**src/rtl/fpcmp_pkg.sv**
```systemverilog
package fpcmp_pkg;

  localparam int EXP_D = 11;
  localparam int MAN_D = 52;
  localparam int EXP_S = 8;
  localparam int MAN_S = 23;

  typedef enum logic [3:0] {
    P_NEVER = 4'd0,
    P_UNORD = 4'd1,
    P_EQ    = 4'd2,
    P_UEQ   = 4'd3,
    P_LT    = 4'd4,
    P_ULT   = 4'd5,
    P_LE    = 4'd6,
    P_ULE   = 4'd7,
    P_ORD   = 4'd9,
    P_UNE   = 4'd10,
    P_NE    = 4'd11
  } pred_code_e;

  typedef struct packed {
    logic nan;
    logic zero;
    logic sign;
  } fp_cls_t;

endpackage

```
**src/rtl/fpcmp_unpack.sv**
```systemverilog
module fpcmp_unpack
  import fpcmp_pkg::*;
#(
  parameter int EW    = 11,
  parameter int MW    = 52,
  parameter int OUT_W = 63
) (
  input  logic [EW+MW:0]   word,
  output fp_cls_t          cls,
  output logic [OUT_W-1:0] mag
);

  localparam int MAGW = EW + MW;

  logic [EW-1:0] expf;
  logic [MW-1:0] frac;

  assign expf = word[MAGW-1:MW];
  assign frac = word[MW-1:0];

  always_comb begin
    cls.sign = word[MAGW];
    cls.nan  = (&expf) && (|frac);
    cls.zero = ~|word[MAGW-1:0];
  end

  generate
    if (OUT_W > MAGW) begin : g_ext
      assign mag = {{(OUT_W-MAGW){1'b0}}, word[MAGW-1:0]};
    end else begin : g_same
      assign mag = word[MAGW-1:0];
    end
  endgenerate

endmodule

```
**src/rtl/fpcmp_order.sv**
```systemverilog
module fpcmp_order
  import fpcmp_pkg::*;
#(
  parameter int MAG_W = 63
) (
  input  fp_cls_t          cls_a,
  input  fp_cls_t          cls_b,
  input  logic [MAG_W-1:0] mag_a,
  input  logic [MAG_W-1:0] mag_b,
  output logic             eq,
  output logic             lt
);

  logic mag_lt, mag_gt, mag_eq, both_zero;

  assign mag_lt    = mag_a < mag_b;
  assign mag_gt    = mag_a > mag_b;
  assign mag_eq    = mag_a == mag_b;
  assign both_zero = cls_a.zero && cls_b.zero;

  always_comb begin
    eq = both_zero || (mag_eq && (cls_a.sign == cls_b.sign));
    if (both_zero) begin
      lt = 1'b0;
    end else if (cls_a.sign != cls_b.sign) begin
      lt = cls_a.sign;
    end else if (cls_a.sign) begin
      lt = mag_gt;
    end else begin
      lt = mag_lt;
    end
  end

endmodule

```
**src/rtl/fpcmp_pred.sv**
```systemverilog
module fpcmp_pred
  import fpcmp_pkg::*;
(
  input  logic       unord,
  input  logic       eq,
  input  logic       lt,
  input  logic [3:0] pred,
  output logic       hit
);

  logic ord_eq, ord_lt, ord_le;

  assign ord_eq = ~unord & eq;
  assign ord_lt = ~unord & lt;
  assign ord_le = ~unord & (lt | eq);

  always_comb begin
    case (pred)
      P_NEVER: hit = 1'b0;
      P_UNORD: hit = unord;
      P_EQ:    hit = ord_eq;
      P_UEQ:   hit = unord | ord_eq;
      P_LT:    hit = ord_lt;
      P_ULT:   hit = unord | ord_lt;
      P_LE:    hit = ord_le;
      P_ULE:   hit = unord | ord_le;
      P_ORD:   hit = ~unord;
      P_UNE:   hit = unord | ~ord_eq;
      P_NE:    hit = ~unord & ~eq;
      default: hit = 1'b0;
    endcase
  end

endmodule

```
**src/rtl/fp_pred_cmp.sv**
```systemverilog
module fp_pred_cmp
  import fpcmp_pkg::*;
#(
  parameter int ED = EXP_D,
  parameter int MD = MAN_D,
  parameter int ES = EXP_S,
  parameter int MS = MAN_S
) (
  input  logic                 clk,
  input  logic                 rst,
  input  logic                 in_valid,
  input  logic                 prec_dbl,
  input  logic [3:0]           pred,
  input  logic                 cond_mode,
  input  logic [ED+MD:0]       op_a,
  input  logic [ED+MD:0]       op_b,
  output logic                 out_valid,
  output logic [ED+MD:0]       mask_out,
  output logic                 cond_out
);

  localparam int DW    = ED + MD + 1;
  localparam int SW    = ES + MS + 1;
  localparam int MAG_W = DW - 1;
  localparam int NOPS  = 2;

  logic [NOPS-1:0][DW-1:0] opnd;
  fp_cls_t                 cls_s   [NOPS];
  fp_cls_t                 cls_d   [NOPS];
  fp_cls_t                 cls_sel [NOPS];
  logic [MAG_W-1:0]        mag_s   [NOPS];
  logic [MAG_W-1:0]        mag_d   [NOPS];
  logic [MAG_W-1:0]        mag_sel [NOPS];

  assign opnd = {op_b, op_a};

  generate
    for (genvar i = 0; i < NOPS; i++) begin : g_op
      fpcmp_unpack #(.EW(ES), .MW(MS), .OUT_W(MAG_W)) u_sgl (
        .word (opnd[i][SW-1:0]),
        .cls  (cls_s[i]),
        .mag  (mag_s[i])
      );
      fpcmp_unpack #(.EW(ED), .MW(MD), .OUT_W(MAG_W)) u_dbl (
        .word (opnd[i]),
        .cls  (cls_d[i]),
        .mag  (mag_d[i])
      );
      assign cls_sel[i] = prec_dbl ? cls_d[i] : cls_s[i];
      assign mag_sel[i] = prec_dbl ? mag_d[i] : mag_s[i];
    end
  endgenerate

  logic rel_eq, rel_lt, unord, hit;

  fpcmp_order #(.MAG_W(MAG_W)) u_order (
    .cls_a (cls_sel[0]),
    .cls_b (cls_sel[1]),
    .mag_a (mag_sel[0]),
    .mag_b (mag_sel[1]),
    .eq    (rel_eq),
    .lt    (rel_lt)
  );

  assign unord = cls_sel[0].nan | cls_sel[1].nan;

  fpcmp_pred u_pred (
    .unord (unord),
    .eq    (rel_eq),
    .lt    (rel_lt),
    .pred  (pred),
    .hit   (hit)
  );

  logic [DW-1:0] full_mask;
  assign full_mask = prec_dbl ? {DW{1'b1}} : {{(DW-SW){1'b0}}, {SW{1'b1}}};

  always_ff @(posedge clk) begin
    if (rst) begin
      out_valid <= 1'b0;
      mask_out  <= '0;
      cond_out  <= 1'b0;
    end else begin
      out_valid <= in_valid;
      if (in_valid) begin
        if (cond_mode) begin
          cond_out <= hit;
        end else begin
          mask_out <= hit ? full_mask : '0;
        end
      end
    end
  end

endmodule

```
**config.mk**
```make
export PLATFORM = sky130hd
export DESIGN_NAME = fp_pred_cmp
export DESIGN_NICKNAME = d
export VERILOG_FILES = /design/src/rtl/fpcmp_pkg.sv /design/src/rtl/fpcmp_unpack.sv /design/src/rtl/fpcmp_order.sv /design/src/rtl/fpcmp_pred.sv /design/src/rtl/fp_pred_cmp.sv
export SDC_FILE = /design/constraint.sdc
export NUM_CORES = 1
export LEC_CHECK = 0
export ABC_AREA = 0
export BUFFER_PORTS_ARGS = -buffer_cell sky130_fd_sc_hd__buf_2
export CAP_MARGIN = 20
export CORE_MARGIN = 3
export CORE_UTILIZATION = 47
export DETAILED_ROUTE_END_ITERATION = 8
export PLACE_DENSITY_LB_ADDON = 0.08
export SKIP_LAST_GASP = 1
export SLEW_MARGIN = 0
export SYNTH_ARGS = -nofsm -noshare
export SYNTH_HDL_FRONTEND = slang
export SYNTH_SLANG_ARGS = --single-unit
```
**constraint.sdc**
```tcl
create_clock -name clk -period 8.05 [get_ports clk]
set_input_delay 0.805 -clock clk [delete_from_list [all_inputs] [get_ports clk]]
set_output_delay 0.805 -clock clk [all_outputs]
set_load 0.01 [all_outputs]
```
### Word-level counts from Yosys, hierarchy flattened

Cells that the tools add are included.

| operators by class | value |
|---|---|
| equal/unequal tests | 13 |
| muxes and demuxes | 10 |
| $lt $le $gt $ge | 2 |
| bitwise logic cells | 14 |
| reduce and logical (&&, ||, !) cells | 25 |

Operators by type and width:

| operator | count |
|---|---|
| 2-to-1 mux 64 bit | 2 |
| 2-to-1 mux 63 bit | 2 |
| OR reduction 63 bit | 2 |
| OR reduction 52 bit | 2 |
| equality test 63 bit | 1 |
| > comparator 63 bit | 1 |
| < comparator 63 bit | 1 |
| OR reduction 31 bit | 2 |
| OR reduction 23 bit | 2 |
| AND reduction 11 bit | 2 |
| equality test 4 x 3 -> 1 bit (second input constant) | 4 |
| AND reduction 8 bit | 2 |
| equality test 4 bit (second input constant) | 3 |
| one-hot mux 1 bit (10 select lines) | 1 |
| equality test 4 x 2 -> 1 bit (second input constant) | 2 |
| logical AND 1 bit | 6 |
| 2-to-1 mux 3 bit | 2 |
| bitwise OR 1 bit | 6 |
| bitwise AND 1 bit | 4 |
| equality test 4 x 1 -> 1 bit (second input constant) | 1 |
| logical NOT 1 bit | 4 |
| inverter 1 bit | 4 |
| AND reduction 2 bit | 2 |
| 2-to-1 mux 1 bit | 3 |
| other kinds (3) | 3 |

| word-level totals | value |
|---|---|
| output and inout bits | 66 |
| register bits after elaboration | 66 |

### Depth between registers and ports, before layout

| logic depth | value |
|---|---|
| word-level depth | 11 |
| mapped depth | 14 |
| mapped depth without buffers | 11 |

### Cells and area by module

From an unflattened synthesis, not the netlist that was laid out.

| second synthesis, totals | value |
|---|---|
| cells, all modules | 810 |
| area total of the unflattened synthesis | 6585.1 µm² |

Modules (own cells, without submodules):

| module | instances | cells each | sequential area each (µm²) | area an instance (µm²) |
|---|---|---|---|---|
| fp_pred_cmp | 1 | 229 | 80.1 | 2401.1 |
| fpcmp_order | 1 | 230 | 0.0 | 1659.1 |
| fpcmp_unpack at g_op[0].u_dbl ... | 2 | 90 | 0.0 | 651.9 |
| fpcmp_unpack at g_op[0].u_sgl ... | 2 | 81 | 0.0 | 586.8 |
| fpcmp_pred | 1 | 9 | 0.0 | 47.5 |

### Least setup slack after synthesis

Ideal clock, no wire load.

| timing path | value |
|---|---|
| kind | input to register |
| start | input port prec_dbl |
| end | register cond_out |
| data required time | 7.962 ns |
| slack | 4.058 ns |
| buffers on the path | 3 |
| stages | 14 |
| arrival time | 3.904 ns |
| path through | clkbuf_1 > clkbuf_1 > clkbuf_1 > nand2_1 > ha_1 > and4_1 > or4b_4 > nor4_4 > nand4_1 > o211ai_2 > and3_1 > a21oi_1 > o221a_4 > a311oi_2 |

| on the way | value |
|---|---|
| word-level cells in the longest chain between the ends | 9 |
| elaborated cells between the ends (all ways) | 29 |
| those cells by class | 2 x order compare; 3 x eq/ne; 8 x mux; 13 x bitwise; 3 x reduce/logical |

Ends and longest elaborated chain:

| what | line | source |
|---|---|---|
| from (decl) | fp_pred_cmp.sv:12 | `input logic prec_dbl,` |
| 2-to-1 mux 63 bit | fp_pred_cmp.sv:50 | `assign mag_sel[i] = prec_dbl ? mag_d[i] : mag_s[i];` |
| < comparator 63 bit or > comparator 63 bit (tied branches) | fpcmp_order.sv:16, fpcmp_order.sv:17 |  |
| 2-to-1 mux 1 bit | fpcmp_order.sv:27 | `end else if (cls_a.sign) begin` |
| 2-to-1 mux 1 bit | fpcmp_order.sv:25 | `end else if (cls_a.sign != cls_b.sign) begin` |
| 2-to-1 mux 1 bit | fpcmp_order.sv:23 | `if (both_zero) begin` |
| bitwise OR 1 bit | fpcmp_pred.sv:15 | `assign ord_le = ~unord & (lt \| eq);` |
| bitwise AND 1 bit | fpcmp_pred.sv:15 |  |
| bitwise OR 1 bit | fpcmp_pred.sv:26 | `P_ULE: hit = unord \| ord_le;` |
| one-hot mux 1 bit (10 select lines) (*) | fpcmp_pred.sv:18 | `case (pred)` |
| to (signal assigned) | fp_pred_cmp.sv:87 | `cond_out <= hit;` |
| to (decl) | fp_pred_cmp.sv:19 | `output logic cond_out` |

Every way passes the cells marked *; elsewhere a longest branch is shown, timed or not.
A chain may end at the register's enable or synchronous reset.

### Worst setup path after layout

Ends and elaborated chain as after synthesis.

==> metrics.txt <==
internal power=0.131 mW; layout cell share with drive strength beyond 1=0.385; status=finished clean; ys async rst share=0; DP Cell Count=630; CP Max Fanout=72; final global-route overflow total=0; commonest non-fill, non-tap cell in the layout=buf_2; Cell Area, Synth=0.00300 mm^2; Worst-Margin Slew=1.00 ns; TritonCTS clock tree=yes; Worst Setup End Kind=flip-flop; Switching Fraction=0.431; H-tree levels=1; Iter 0 DRT Violations=93; CP Class=in -> reg; Max-Cap Viols=0; clock network latency to the later pin of the worst-skew pair=0.21 ns; Post-CTS Resized=0; fillers=621; clock skew=0 ns; hold_ws=0.554 ns; startpoint class of the critical path=input pin; Synth Register Bits=4; cts hold-fix bufs=0; worst path bufs/invs=1; area grow syn2layout=21.7%; Max-slew headroom=0.330; first-pass GRT wire length=13.3 mm; std cell rows=28; fmax=248 MHz; width of the die=85.9 um; Avg WL per Cell=13.3 um; final cell count without fillers=633; Tmin final=4.03 ns; static leakage=2.08 nW; final period utilization=0.500; Psw=0.0997 mW; Seq/Total Area, Yosys=0.0267; Die ar.=0.00737 mm^2; worst hold path class=reg -> reg; clock group share of total power=0.179; setup violators final=0; RSZ-0062 raised after global routing=false; final worst-path setup slack=4.02 ns; Routed WL=8.44 mm; Post-DP Area=0.00361 mm^2; Storage cell area=80.1 um^2; cell family with most CP delay=simple AND/OR/NAND/NOR gates; logic gate share of total power=0.718; number of max-slew violations in the final report=0; Post-Syn Nets=623; most frequent cells in the layout=buf_2 (202), ha_1 (63), nand2_1 (52), and2_1 (34), inv_1 (33); Final Hold Viols=0; Die Y=85.9 um; Final HPWL DP=7.76 mm; starting density of the core=0.495; DRT Pass-1 Iters=4; cell breakdown of the critical path=buf_2, nand2_1, ha_1, and4_1, or4b_4, nor4_4, nand4_1, o211ai_2, and3_1, a21oi_1, o221a_4, a311oi_2; initial antenna violation count=0; number of I/O pins=203; pwr dens=63.4 mW/mm^2; total global-route track usage=0.214; root buf cell=clkbuf_8; Primary FF master, synth=dfxtp_1; vias in the first global route=3114; Placer Congestion=0.878; Distinct cells, synth=45; Worst EP required=8.18 ns; post-route design area=0.00365 mm^2; Max VDD drop=0.0710 mV; Final #Nets=760; number of synthesized flops with an enable pin=0; Setup Fix Bufs, Post-CTS=0; cell count after synthesis=423; pre-CTS setup slack=3.84 ns; drt via density=5.43; Core Area=0.00606 mm^2; Flop pwr share=0.103; CTS sink count=4; vias=3436; slowest stage cell, crit path=buf_2; DRC errors left=0; clk slew on worst S/H paths=0.03 ns; critical path arrival=4.15 ns; synth warn=0; Setup TNS=0 ns; Diodes inserted=0; crit-path max cell delay=0.73 ns; maximum clock insertion buffer count=2; antenna-violating nets left=0; area occupied by multi-input gates=0.00230 mm^2; total CTS buffers=3; mean post-synth cell area=7.09 um^2; largest net degree at the start of global routing=73; IO Port Bufs=202
## final cells by class
type / instances / share of cell area
multi-input combinational: 316 / 0.630
timing repair buffer: 202 / 0.277
inverter: 33 / 0.0340
tap: 75 / 0.0257
sequential: 4 / 0.0219
clock buffer: 3 / 0.0113
## worst paths after layout
kind	start	slack, ns	depth (start not counted)	endpoint
setup / recovery	prec_dbl	4.02	12	cond_out
hold / removal	cond_out	0.55	2	cond_out
setup reg to reg	mask_out[62]	6.87	2	mask_out[62]
hold reg to reg	cond_out	0.55	2	cond_out
## worst register-to-register path: stages (launching register included)
cell	delay, ns
dfxtp_1	0.74
inv_1	0.09
o32ai_1	0.26
## per-stage QoR
step            util  power (mW)
2_1_floorplan      -       0.132
3_3_place_gp   0.595       0.187
3_5_place_dp   0.595       0.190
4_1_cts        0.602       0.233
5_1_grt        0.602       0.256
6_report       0.602       0.231
## metal layers
| metal | part of all wire | global-route usage |
|---|---|---|
| met1 | 0.41 | 0.257 |
| met2 | 0.51 | 0.410 |
| met3 | 0.069 | 0.0192 |
| met4 | 0.013 | 0.0403 |
| met5 | 0 | 0 |
## sequential cells by signal, summed over array words and instances, names as in the netlist
register / flops
mask_out: 2
cond_out: 1
out_valid: 1
## cell families after synthesis
| kind of cell | count (synthesis) | share of synthesized area |
|---|---|---|
| buffers and inverters | 103 | 0.207 |
| XOR/XNOR | 1 | 0.00292 |
| AO/OA/AOI/OAI | 62 | 0.142 |
| AND/OR/NAND/NOR | 188 | 0.352 |
| adder cells (fa/ha/maj) | 63 | 0.263 |
| multiplexers | 2 | 0.00710 |
| flip-flops | 4 | 0.0267 |
## cells in the mapped netlist, types with 2 or more instances
master | count | share of area
nor2b_1 | 2 | 0.0042
dfxtp_1 | 4 | 0.027
o211ai_1 | 2 | 0.0050
a221o_1 | 2 | 0.0067
nor3_1 | 8 | 0.013
nand4_1 | 25 | 0.052
nor4_2 | 2 | 0.0083
or4_1 | 2 | 0.0050
a21oi_1 | 25 | 0.042
ha_1 | 63 | 0.26
o21ai_0 | 7 | 0.012
a211o_1 | 2 | 0.0058
nor4b_1 | 3 | 0.0088
buf_4 | 62 | 0.16
nand3_1 | 9 | 0.015
a21o_1 | 5 | 0.013
nand2_1 | 52 | 0.065
clkbuf_1 | 8 | 0.010
a211oi_1 | 6 | 0.015
and4_1 | 2 | 0.0058
inv_1 | 33 | 0.041
nor2_1 | 12 | 0.015
and2_1 | 34 | 0.071
and3_1 | 3 | 0.0063
nand3b_1 | 3 | 0.0075
a221oi_1 | 2 | 0.0058
nor4_1 | 27 | 0.056
## power by group through the flow
stage               combinational, mW  sequential (mW)  clock, mW
finish                          0.166           0.0237     0.0414
detailed placement              0.166           0.0242          0
floorplan                       0.107           0.0250          0
global route                    0.188           0.0243     0.0439
CTS                             0.166           0.0239     0.0426
global placement                0.163           0.0239          0
Power figures use the tool's default switching activity.
